## config.mk

```make
export PLATFORM = sky130hd
export DESIGN_NAME = useq_ctrl
export DESIGN_NICKNAME = d
export VERILOG_FILES = /design/src/rtl/useq_pkg.sv /design/src/rtl/useq_store.sv /design/src/rtl/useq_next.sv /design/src/rtl/useq_upc_reg.sv /design/src/rtl/useq_ctrl.sv
export SDC_FILE = /design/constraint.sdc
export NUM_CORES = 1
export LEC_CHECK = 0
export CAP_MARGIN = 20
export CORE_AREA = 2 2 39 41
export DETAILED_ROUTE_END_ITERATION = 10
export DIE_AREA = 0 0 41 43
export PLACE_DENSITY = 0.86
export SKIP_CTS_REPAIR_TIMING = 1
export SLEW_MARGIN = 20
export SYNTH_ARGS = -nofsm -noshare
export SYNTH_HDL_FRONTEND = slang
export SYNTH_SLANG_ARGS = --single-unit
```

## constraint.sdc

```tcl
create_clock -name clk -period 3 [get_ports clk]
set_clock_uncertainty 0.1 [all_clocks]
set_input_delay 0.45 -clock clk [delete_from_list [all_inputs] [get_ports clk]]
set_output_delay 0.45 -clock clk [all_outputs]
set_load 0.03 [all_outputs]
```

## src/rtl/useq_pkg.sv

```systemverilog
package useq_pkg;
    localparam int OPC_W = 6;
    localparam int UPC_W = 4;
    localparam int SEQ_W = 2;
    localparam int STORE_DEPTH = 1 << UPC_W;

    typedef logic [UPC_W-1:0] uaddr_t;
    typedef logic [OPC_W-1:0] opc_t;

    typedef enum logic [SEQ_W-1:0] {
        SEQ_STEP      = 2'b00,
        SEQ_DISP_MAIN = 2'b01,
        SEQ_DISP_MEM  = 2'b10,
        SEQ_RESTART   = 2'b11
    } seq_e;

    typedef struct packed {
        logic       mem_rd;
        logic       mem_wr;
        logic       mem_addr_alu;
        logic       ir_load;
        logic       pc_load;
        logic       pc_cond;
        logic [1:0] pc_src;
        logic [1:0] alu_op;
        logic       alu_a_sel;
        logic [1:0] alu_b_sel;
        logic       rf_we;
        logic       rf_dst_rd;
        logic       rf_wb_mem;
    } ctrl_t;

    typedef struct packed {
        ctrl_t ctrl;
        seq_e  seq;
    } uword_t;

    localparam uaddr_t UA_FETCH  = uaddr_t'(0);
    localparam uaddr_t UA_DECODE = uaddr_t'(1);
    localparam uaddr_t UA_MADDR  = uaddr_t'(2);
    localparam uaddr_t UA_LDRD   = uaddr_t'(3);
    localparam uaddr_t UA_LDWB   = uaddr_t'(4);
    localparam uaddr_t UA_STWR   = uaddr_t'(5);
    localparam uaddr_t UA_REXE   = uaddr_t'(6);
    localparam uaddr_t UA_RWB    = uaddr_t'(7);
    localparam uaddr_t UA_BEQ    = uaddr_t'(8);
    localparam uaddr_t UA_JMP    = uaddr_t'(9);

    localparam opc_t OP_RTYPE = 6'h00;
    localparam opc_t OP_JMP   = 6'h02;
    localparam opc_t OP_BEQ   = 6'h04;
    localparam opc_t OP_LOAD  = 6'h23;
    localparam opc_t OP_STORE = 6'h2B;

    // Contents of one control-store word; unused addresses fall back to fetch.
    function automatic uword_t store_word(uaddr_t a);
        uword_t w;
        w.ctrl = '0;
        w.seq  = SEQ_RESTART;
        case (a)
            UA_FETCH: begin
                w.ctrl.mem_rd    = 1'b1;
                w.ctrl.ir_load   = 1'b1;
                w.ctrl.pc_load   = 1'b1;
                w.ctrl.alu_b_sel = 2'b01;
                w.seq            = SEQ_STEP;
            end
            UA_DECODE: begin
                w.ctrl.alu_b_sel = 2'b11;
                w.seq            = SEQ_DISP_MAIN;
            end
            UA_MADDR: begin
                w.ctrl.alu_a_sel = 1'b1;
                w.ctrl.alu_b_sel = 2'b10;
                w.seq            = SEQ_DISP_MEM;
            end
            UA_LDRD: begin
                w.ctrl.mem_rd       = 1'b1;
                w.ctrl.mem_addr_alu = 1'b1;
                w.seq               = SEQ_STEP;
            end
            UA_LDWB: begin
                w.ctrl.rf_we     = 1'b1;
                w.ctrl.rf_wb_mem = 1'b1;
            end
            UA_STWR: begin
                w.ctrl.mem_wr       = 1'b1;
                w.ctrl.mem_addr_alu = 1'b1;
            end
            UA_REXE: begin
                w.ctrl.alu_a_sel = 1'b1;
                w.ctrl.alu_op    = 2'b10;
                w.seq            = SEQ_STEP;
            end
            UA_RWB: begin
                w.ctrl.rf_we     = 1'b1;
                w.ctrl.rf_dst_rd = 1'b1;
            end
            UA_BEQ: begin
                w.ctrl.alu_a_sel = 1'b1;
                w.ctrl.alu_op    = 2'b01;
                w.ctrl.pc_cond   = 1'b1;
                w.ctrl.pc_src    = 2'b01;
            end
            UA_JMP: begin
                w.ctrl.pc_load = 1'b1;
                w.ctrl.pc_src  = 2'b10;
            end
            default: ;
        endcase
        return w;
    endfunction

    function automatic uaddr_t dispatch_main(opc_t op);
        case (op)
            OP_RTYPE:          return UA_REXE;
            OP_LOAD, OP_STORE: return UA_MADDR;
            OP_BEQ:            return UA_BEQ;
            OP_JMP:            return UA_JMP;
            default:           return UA_FETCH;
        endcase
    endfunction

    function automatic uaddr_t dispatch_mem(opc_t op);
        case (op)
            OP_LOAD:  return UA_LDRD;
            OP_STORE: return UA_STWR;
            default:  return UA_FETCH;
        endcase
    endfunction
endpackage

```

## src/rtl/useq_store.sv

```systemverilog
module useq_store
    import useq_pkg::*;
#(
    parameter int DEPTH = STORE_DEPTH
) (
    input  uaddr_t upc,
    output uword_t word
);
    uword_t rom [DEPTH];

    for (genvar i = 0; i < DEPTH; i++) begin : g_word
        assign rom[i] = store_word(uaddr_t'(i));
    end

    assign word = rom[upc];
endmodule

```

## src/rtl/useq_next.sv

```systemverilog
module useq_next
    import useq_pkg::*;
(
    input  uaddr_t upc,
    input  seq_e   seq,
    input  opc_t   opcode,
    output uaddr_t nxt
);
    uaddr_t via_main;
    uaddr_t via_mem;

    assign via_main = dispatch_main(opcode);
    assign via_mem  = dispatch_mem(opcode);

    always_comb begin
        case (seq)
            SEQ_STEP:      nxt = upc + uaddr_t'(1);
            SEQ_DISP_MAIN: nxt = via_main;
            SEQ_DISP_MEM:  nxt = via_mem;
            default:       nxt = UA_FETCH;
        endcase
    end

    // Unknown opcodes must fall back to fetch.
    always_comb begin
        if (seq == SEQ_DISP_MAIN && opcode != OP_RTYPE && opcode != OP_LOAD &&
            opcode != OP_STORE && opcode != OP_BEQ && opcode != OP_JMP)
            assert_unknown_fetch_R4: assert (nxt == UA_FETCH);
    end
endmodule

```

## src/rtl/useq_upc_reg.sv

```systemverilog
module useq_upc_reg
    import useq_pkg::*;
(
    input  logic   clk,
    input  logic   rst,
    input  uaddr_t nxt,
    output uaddr_t upc
);
    always_ff @(posedge clk) begin
        if (rst) upc <= UA_FETCH;
        else     upc <= nxt;
    end
endmodule

```

## src/rtl/useq_ctrl.sv

```systemverilog
module useq_ctrl
    import useq_pkg::*;
#(
    parameter int OPCODE_W = OPC_W
) (
    input  logic                clk,
    input  logic                rst,
    input  logic [OPCODE_W-1:0] opcode,
    output logic                mem_rd,
    output logic                mem_wr,
    output logic                mem_addr_alu,
    output logic                ir_load,
    output logic                pc_load,
    output logic                pc_cond,
    output logic [1:0]          pc_src,
    output logic [1:0]          alu_op,
    output logic                alu_a_sel,
    output logic [1:0]          alu_b_sel,
    output logic                rf_we,
    output logic                rf_dst_rd,
    output logic                rf_wb_mem
);
    uaddr_t upc;
    uaddr_t nxt;
    uword_t word;

    useq_store u_store (
        .upc  (upc),
        .word (word)
    );

    useq_next u_next (
        .upc    (upc),
        .seq    (word.seq),
        .opcode (opc_t'(opcode)),
        .nxt    (nxt)
    );

    useq_upc_reg u_upc (
        .clk (clk),
        .rst (rst),
        .nxt (nxt),
        .upc (upc)
    );

    assign mem_rd       = word.ctrl.mem_rd;
    assign mem_wr       = word.ctrl.mem_wr;
    assign mem_addr_alu = word.ctrl.mem_addr_alu;
    assign ir_load      = word.ctrl.ir_load;
    assign pc_load      = word.ctrl.pc_load;
    assign pc_cond      = word.ctrl.pc_cond;
    assign pc_src       = word.ctrl.pc_src;
    assign alu_op       = word.ctrl.alu_op;
    assign alu_a_sel    = word.ctrl.alu_a_sel;
    assign alu_b_sel    = word.ctrl.alu_b_sel;
    assign rf_we        = word.ctrl.rf_we;
    assign rf_dst_rd    = word.ctrl.rf_dst_rd;
    assign rf_wb_mem    = word.ctrl.rf_wb_mem;

    // Checks
    logic rst_q;
    always_ff @(posedge clk) rst_q <= rst;

    always @(posedge clk) begin
        if (rst_q === 1'b1)
            assert_reset_fetch_R1: assert (upc == UA_FETCH && ir_load && mem_rd);
    end

    assert_decode_after_fetch_R3: assert property (@(posedge clk) disable iff (rst)
        (upc == UA_FETCH) |=> (upc == UA_DECODE));

    assert_rf_write_ends_R5: assert property (@(posedge clk) disable iff (rst)
        rf_we |=> (upc == UA_FETCH));

    assert_store_ends_R7: assert property (@(posedge clk) disable iff (rst)
        mem_wr |=> (upc == UA_FETCH));

    assert_no_mem_clash_R11: assert property (@(posedge clk) disable iff (rst)
        !(mem_rd && mem_wr) && !(rf_we && mem_wr));
endmodule

```

==> run_results.csv, run 1 <==
group,metric,value,unit
timing,period_minus_slack,2.656,ns
pwr,switchingPower,0.3346,mW
pwr,combPwrFrac,75.4,%
timing,setup_viol,0,
global_routing,grt_usage,17.99,%
critical_path,rr_endpoint,"u_upc.upc[1]",
timing,clock.fmax,376.5,MHz
global_routing,grt_overflow_total,0,
critical_path,worstSetupEndpointType,"primary output",
synthesis,synthSimpleGateAreaFrac,44.76,%
clock_tree,cts_root_buf,"clkbuf_4",
timing,hold_viol_final,0,
synthesis,synth_top_cell_by_area,"dfxtp_1",
synthesis,ys_top_cells_by_area,"dfxtp_1 15%, ha_1 14%, and2_1 8.3%",
die,dieArea,1763,um2
pwr,p_clk_share,10.7,%
critical_path,critPathMaxStageDelay,0.59,ns
synthesis,synth-seq-area-share,15.24,%
die,pin_count,24,
routing,vias,560,
timing,worst_pin_slew,0.4368,ns
hold_path,holdCritStartpoint,"u_upc.upc[0]",
die,die_y,43,um
routing,wire_per_inst,13.11,um
global_routing,grt_pass1_wl,2208,um
layout,largest_reg_flops,4,
synthesis,synth_compound_area_share,13.57,%
synthesis,synthMuxAreaShare,1.905,%
critical_path,worstReg2RegStart,"u_upc.upc[1]",
pwr,power_density,865.3,nW/um2
pwr,power_switching_share,50.58,%
layout,finalCoreUtilization,55.24,%
synthesis,async_flop_share,0,%
routing,drt_first_pass_iters,4,
hold_path,hold_class,"reg -> reg",
layout,n_antenna_cell,0,
global_routing,antenna_found_initial,0,
clock_tree,clockBufferDepth,2,
critical_path,critPathLaunchType,"flip-flop",
hold_path,hold_depth,2,
run,cap_violations,0,
synthesis,netlist.area_leader.share,15.24,%
place,gp_congestion,0.9383,
critical_path,cp_slowest_cell,"clkdlybuf4s50_1",
clock_tree,clk_pin_slew,0.04,ns
critical_path,arrival,2.11,ns
layout,final_common_cell,"clkdlybuf4s50_1",
die,fp.dieW,41,um
routing,drc_errors,0,
pwr,leakage,0.2991,nW
critical_path,path_class,"reg -> out",
pwr,ir_drop,0.3972,mV
timing,rsz0062_at_grt,"no",
outcome,status,"finished, final reports clean",
synthesis,synth.ff_latch_count,4,
timing,slew-limit-headroom,70.84,%
layout,top_regs,"u_upc.upc x4",
layout,syn2layout_area_growth,45.48,%
die,coreArea,1384,um2
global_routing,grt_pass1_vias,500,
clock_tree,cts_htree_levels,1,
synthesis,synth_top_family_by_area,"simple AND/OR/NAND/NOR gates",
critical_path,crit_required,2.45,ns
clock_tree,clock_latency,0.24,ns
place,dp_hpwl,1082,um
routing,drt_iter0_drc,17,
synthesis,yosys_warnings,0,
critical_path,reg2reg_depth,5,
layout,layout-drive-gt1-share,10.59,%
synthesis,synth_cells,63,
hold_path,hold_path_end,"u_upc.upc[3]",
layout,regMostFlops,"u_upc.upc",
pwr,p_int,0.3269,mW
layout,final_cell_mix,"23 x clkdlybuf4s50_1, 7 x and2_1, 6 x ha_1",
routing,wl,1324,um
timing,period_share,88.53,%
die,rows,14,
timing,tns,0,ns
synthesis,ys_types,27,
synthesis,synth_adder_area_share,14.29,%
clock_tree,cts_sinks,4,
critical_path,rrSetupSlack,1.28,ns
timing,slew_violations,0,
die,start_util,37.97,%
synthesis,synth-edff-count,0,
synthesis,ys.flop_type,"dfxtp_1",
synthesis,synth_area,525.5,um2
pwr,seq_power_share,13.9,%
synthesis,syn_nets,77,
critical_path,crit_chain,"inv_1, ha_1, and2_1, or2_2, clkdlybuf4s50_1",
clock_tree,cts_buffers,3,
clock_tree,cts_tree,"done",
routing,post_drt_via_cell_ratio,5.545,
critical_path,crit_fanout,9,
synthesis,synthXorXnorAreaFrac,1.667,%
routing,drtAntennaViolNets,0,
layout,final_nets,101,
synthesis,synth_area_per_cell,8.341,um2
global_routing,grt_max_degree,13,
place,portBuffers,23,
==> worst max-delay path, delay by kind of cell, from the launching register on <==
family,cells,cell delay (ns)
buffers and inverters,2,0.70
adders and majority gates,1,0.29
and+or+nand+nor,2,0.44
DFF,1,0.43
==> cells in the mapped netlist (2+ instances only) <==
library cell / count
nor2b_1: 3
and2b_2: 2
and2_1: 7
o211ai_1: 4
nor3_1: 4
a31oi_1: 3
inv_1: 3
nand3_1: 3
nor2_1: 4
buf_4: 3
nand4_1: 2
dfxtp_1: 4
ha_1: 6
a21oi_1: 2
==> metrics by stage <==
step | setup WS (ns) | power (mW) | instance area (um2) | hold WS [ns] | cells
final | 0.3440 | 0.6615 | 764.5 | 0.4791 | 101
after detailed placement | 0.6053 | 0.5877 | 742.0 | 0.4675 | 98
after floorplan | 1.020 | 0.4055 | 525.5 | 0.3880 | 63
after global routing | 0.2463 | 0.7012 | 764.5 | 0.5045 | 101
after global placement | 0.6403 | 0.5701 | 742.0 | 0.4541 | 98
after CTS | 0.3440 | 0.6567 | 764.5 | 0.4736 | 101
==> logic make-up (layout without fill, tap and decap cells) <==
| family | count (synthesis) | after routing |
|---|---|---|
| AND/OR/NAND/NOR | 33 | 33 |
| AO/OA/AOI/OAI | 11 | 11 |
| buffers and inverters | 7 | 29 |
| adder cells (fa/ha/maj) | 6 | 6 |
| flip-flops | 4 | 4 |
| XOR/XNOR | 1 | 1 |
| multiplexers | 1 | 1 |
==> final cells by class <==
class,instances,area [um2]
Multi-Input combinational cell,52,400.4
Tap cell,16,20.02
Sequential cell,4,80.08
Inverter,3,11.26
Clock buffer,3,22.52
Fill cell,129,619.3
Timing Repair Buffer,23,230.2
==> layer usage <==
metal,global-route usage [%],part of all wire [%]
met5,0,0
met4,8.000,1.3
met3,4.188,7.6
met2,29.38,51
met1,20.97,40
==> power by group through the flow <==
stage               Clock [mW]  Combinational [mW]  Sequential [mW]
floorplan                    0               0.324           0.0818
global placement             0               0.481           0.0892
detailed placement           0               0.495           0.0927
CTS                     0.0696               0.495           0.0916
global route            0.0738               0.532           0.0954
finish                  0.0709               0.498           0.0922
==> how the worst max path moves through the flow <==
| stage | end | slack, ns | startpoint |
|---|---|---|---|
| CTS | pc_load | 0.34 | u_upc.upc[2] |
| detailed placement | pc_load | 0.61 | u_upc.upc[2] |
| global route | pc_load | 0.25 | u_upc.upc[1] |
| global placement | pc_load | 0.64 | u_upc.upc[2] |
| finish | pc_load | 0.34 | u_upc.upc[1] |
| floorplan | mem_rd | 1.02 | u_upc.upc[0] |
Note: power is estimated with default switching activity, not from simulation.
==> inputs of run 2 (changes only) <==
--- a/config.mk
+++ b/config.mk
@@ -7,9 +7,10 @@
 export LEC_CHECK = 0
 export CAP_MARGIN = 20
 export CORE_AREA = 2 2 39 41
+export CTS_CLUSTER_SIZE = 24
 export DETAILED_ROUTE_END_ITERATION = 10
 export DIE_AREA = 0 0 41 43
-export PLACE_DENSITY = 0.86
+export PLACE_DENSITY_LB_ADDON = 0.15
 export SKIP_CTS_REPAIR_TIMING = 1
 export SLEW_MARGIN = 20
 export SYNTH_ARGS = -nofsm -noshare
==> run 2 against run 1 <==
Against the previous run:
- clock power up 1%
- total power down 2.2%
- utilization is the same
- non-clock buffer count unchanged
- sequential cell count did not move
- register-to-register slack gained 0.07 ns
==> run_results.csv, run 2 (same netlist as run 1, synthesis figures left out) <==
group,metric,value,unit
place,dp_hpwl,973.2,um
critical_path,crit_required,2.45,ns
global_routing,grt_usage,16.55,%
critical_path,cp_slowest_cell,"dfxtp_1",
die,rows,14,
routing,post_drt_via_cell_ratio,5.208,
routing,drt_iter0_drc,1,
routing,drt_first_pass_iters,2,
layout,nFillCells,139,
critical_path,critPathLaunchType,"flip-flop",
global_routing,antenna_found_initial,0,
layout,final_common_cell,"clkdlybuf4s50_1",
critical_path,crit_chain,"and2b_2, and2_1, or2_2, clkdlybuf4s50_1",
hold_path,hold_class,"reg -> reg",
global_routing,grt_pass1_wl,2021,um
critical_path,path_class,"reg -> out",
layout,ff_latch_area,80.08,um2
layout,multi_input_area,400.4,um2
clock_tree,cts_buffers,3,
layout,fin_cells,101,
routing,vias,526,
layout,syn2layout_area_growth,45.48,%
timing,clock.fmax,376.7,MHz
pwr,power_density,846.0,nW/um2
pwr,leakage,0.2991,nW
place,gp_congestion,0.8119,
die,coreArea,1384,um2
layout,top_regs,"u_upc.upc x4",
timing,slew-limit-headroom,69.96,%
timing,period_minus_slack,2.655,ns
timing,worst_pin_slew,0.4500,ns
global_routing,grt_max_degree,13,
routing,wl,1176,um
clock_tree,cts_tree,"done",
critical_path,worstSetupEndpointType,"primary output",
clock_tree,cts_root_buf,"clkbuf_4",
timing,tns,0,ns
die,start_util,37.97,%
place,dp_cells,98,
layout,final_cell_mix,"23 x clkdlybuf4s50_1, 7 x and2_1, 6 x ha_1",
clock_tree,clock_latency,0.25,ns
die,die_y,43,um
clock_tree,cts_htree_levels,1,
global_routing,grt_overflow_total,0,
timing,holdWs,0.4324,ns
place,portBuffers,23,
die,dieArea,1763,um2
routing,drc_errors,0,
layout,regMostFlops,"u_upc.upc",
routing,drtAntennaViolNets,0,
die,pin_count,24,
timing,period_share,88.49,%
pwr,ir_drop,0.4017,mV
run,cap_violations,0,
layout,fin_area,764.5,um2
routing,wire_per_inst,11.64,um
clock_tree,clk_pin_slew,0.04,ns
pwr,power,0.6467,mW
critical_path,crit_fanout,12,
timing,hold_viol_final,0,
timing,rsz0062_at_grt,"no",
layout,largest_reg_flops,4,
layout,n_antenna_cell,0,
critical_path,critPathMaxStageDelay,0.59,ns
clock_tree,cts_sinks,4,
die,fp.dieW,41,um
place,dpl_cell_area,742.0,um2
clock_tree,clockBufferDepth,2,
global_routing,grt_pass1_vias,470,
layout,layout-drive-gt1-share,10.59,%
timing,setup_viol,0,
layout,final_nets,101,
critical_path,arrival,2.10,ns
outcome,status,"finished, final reports clean",
timing,slew_violations,0,
-- run 2: cell counts in the layout (fill, tap and decap cells not counted) --
No cell type changed its count.
-- run 2: cell type report --
class | count | share of cell area (%)
timing repair buffer | 23 | 30.11
inverter | 3 | 1.473
clock buffer | 3 | 2.946
sequential | 4 | 10.47
multi-input combinational | 52 | 52.37
tap | 16 | 2.619
-- run 2: worst max-delay path: cells and delay by family (launching register included) --
family,cells,cell delay [ns]
simple gates,3,0.68
flops,1,0.59
buf+inv,1,0.59
-- run 2: path summary, 6_finish.rpt --
kind	slack, ns	end	cells after the start	start
hold / removal	0.43	u_upc.upc[3]	2	u_upc.upc[0]
setup / recovery	0.35	pc_load	4	u_upc.upc[2]
setup reg to reg	1.35	u_upc.upc[1]	5	u_upc.upc[0]
hold reg to reg	0.43	u_upc.upc[3]	2	u_upc.upc[0]
-- run 2: routing by layer --
metal / vias up / wire length, um / share of wire (%) / track usage (%)
met5: - / 0 / 0 / 0
met4: 0 / 18 / 1.5 / 6.000
met3: 2 / 54 / 4.6 / 3.141
met2: 19 / 606 / 52 / 27.81
met1: 233 / 496 / 42 / 19.55
li1: 272 / - / - / -
-- run 2: through the flow --
step                util, %  setup WS, ns
CTS                   55.24        0.3448
detailed placement    53.62        0.6043
finish                55.24        0.3452
global route          55.24        0.2494
floorplan                 -         1.020
global placement      53.62        0.6217
-- run 2: power breakdown --
part / internal (mW) / switching [mW] / total, mW
combinational: 0.213 / 0.272 / 0.485
sequential: 0.0676 / 0.0226 / 0.0902
clock: 0.0450 / 0.0265 / 0.0716
==> inputs of run 3 (changes only) <==
--- a/config.mk
+++ b/config.mk
@@ -5,7 +5,6 @@
 export SDC_FILE = /design/constraint.sdc
 export NUM_CORES = 1
 export LEC_CHECK = 0
-export CAP_MARGIN = 20
 export CORE_AREA = 2 2 39 41
 export CTS_CLUSTER_SIZE = 24
 export DETAILED_ROUTE_END_ITERATION = 10
==> results of run 3 <==
Final layout, timing and power as in run 2 (identical DEF).
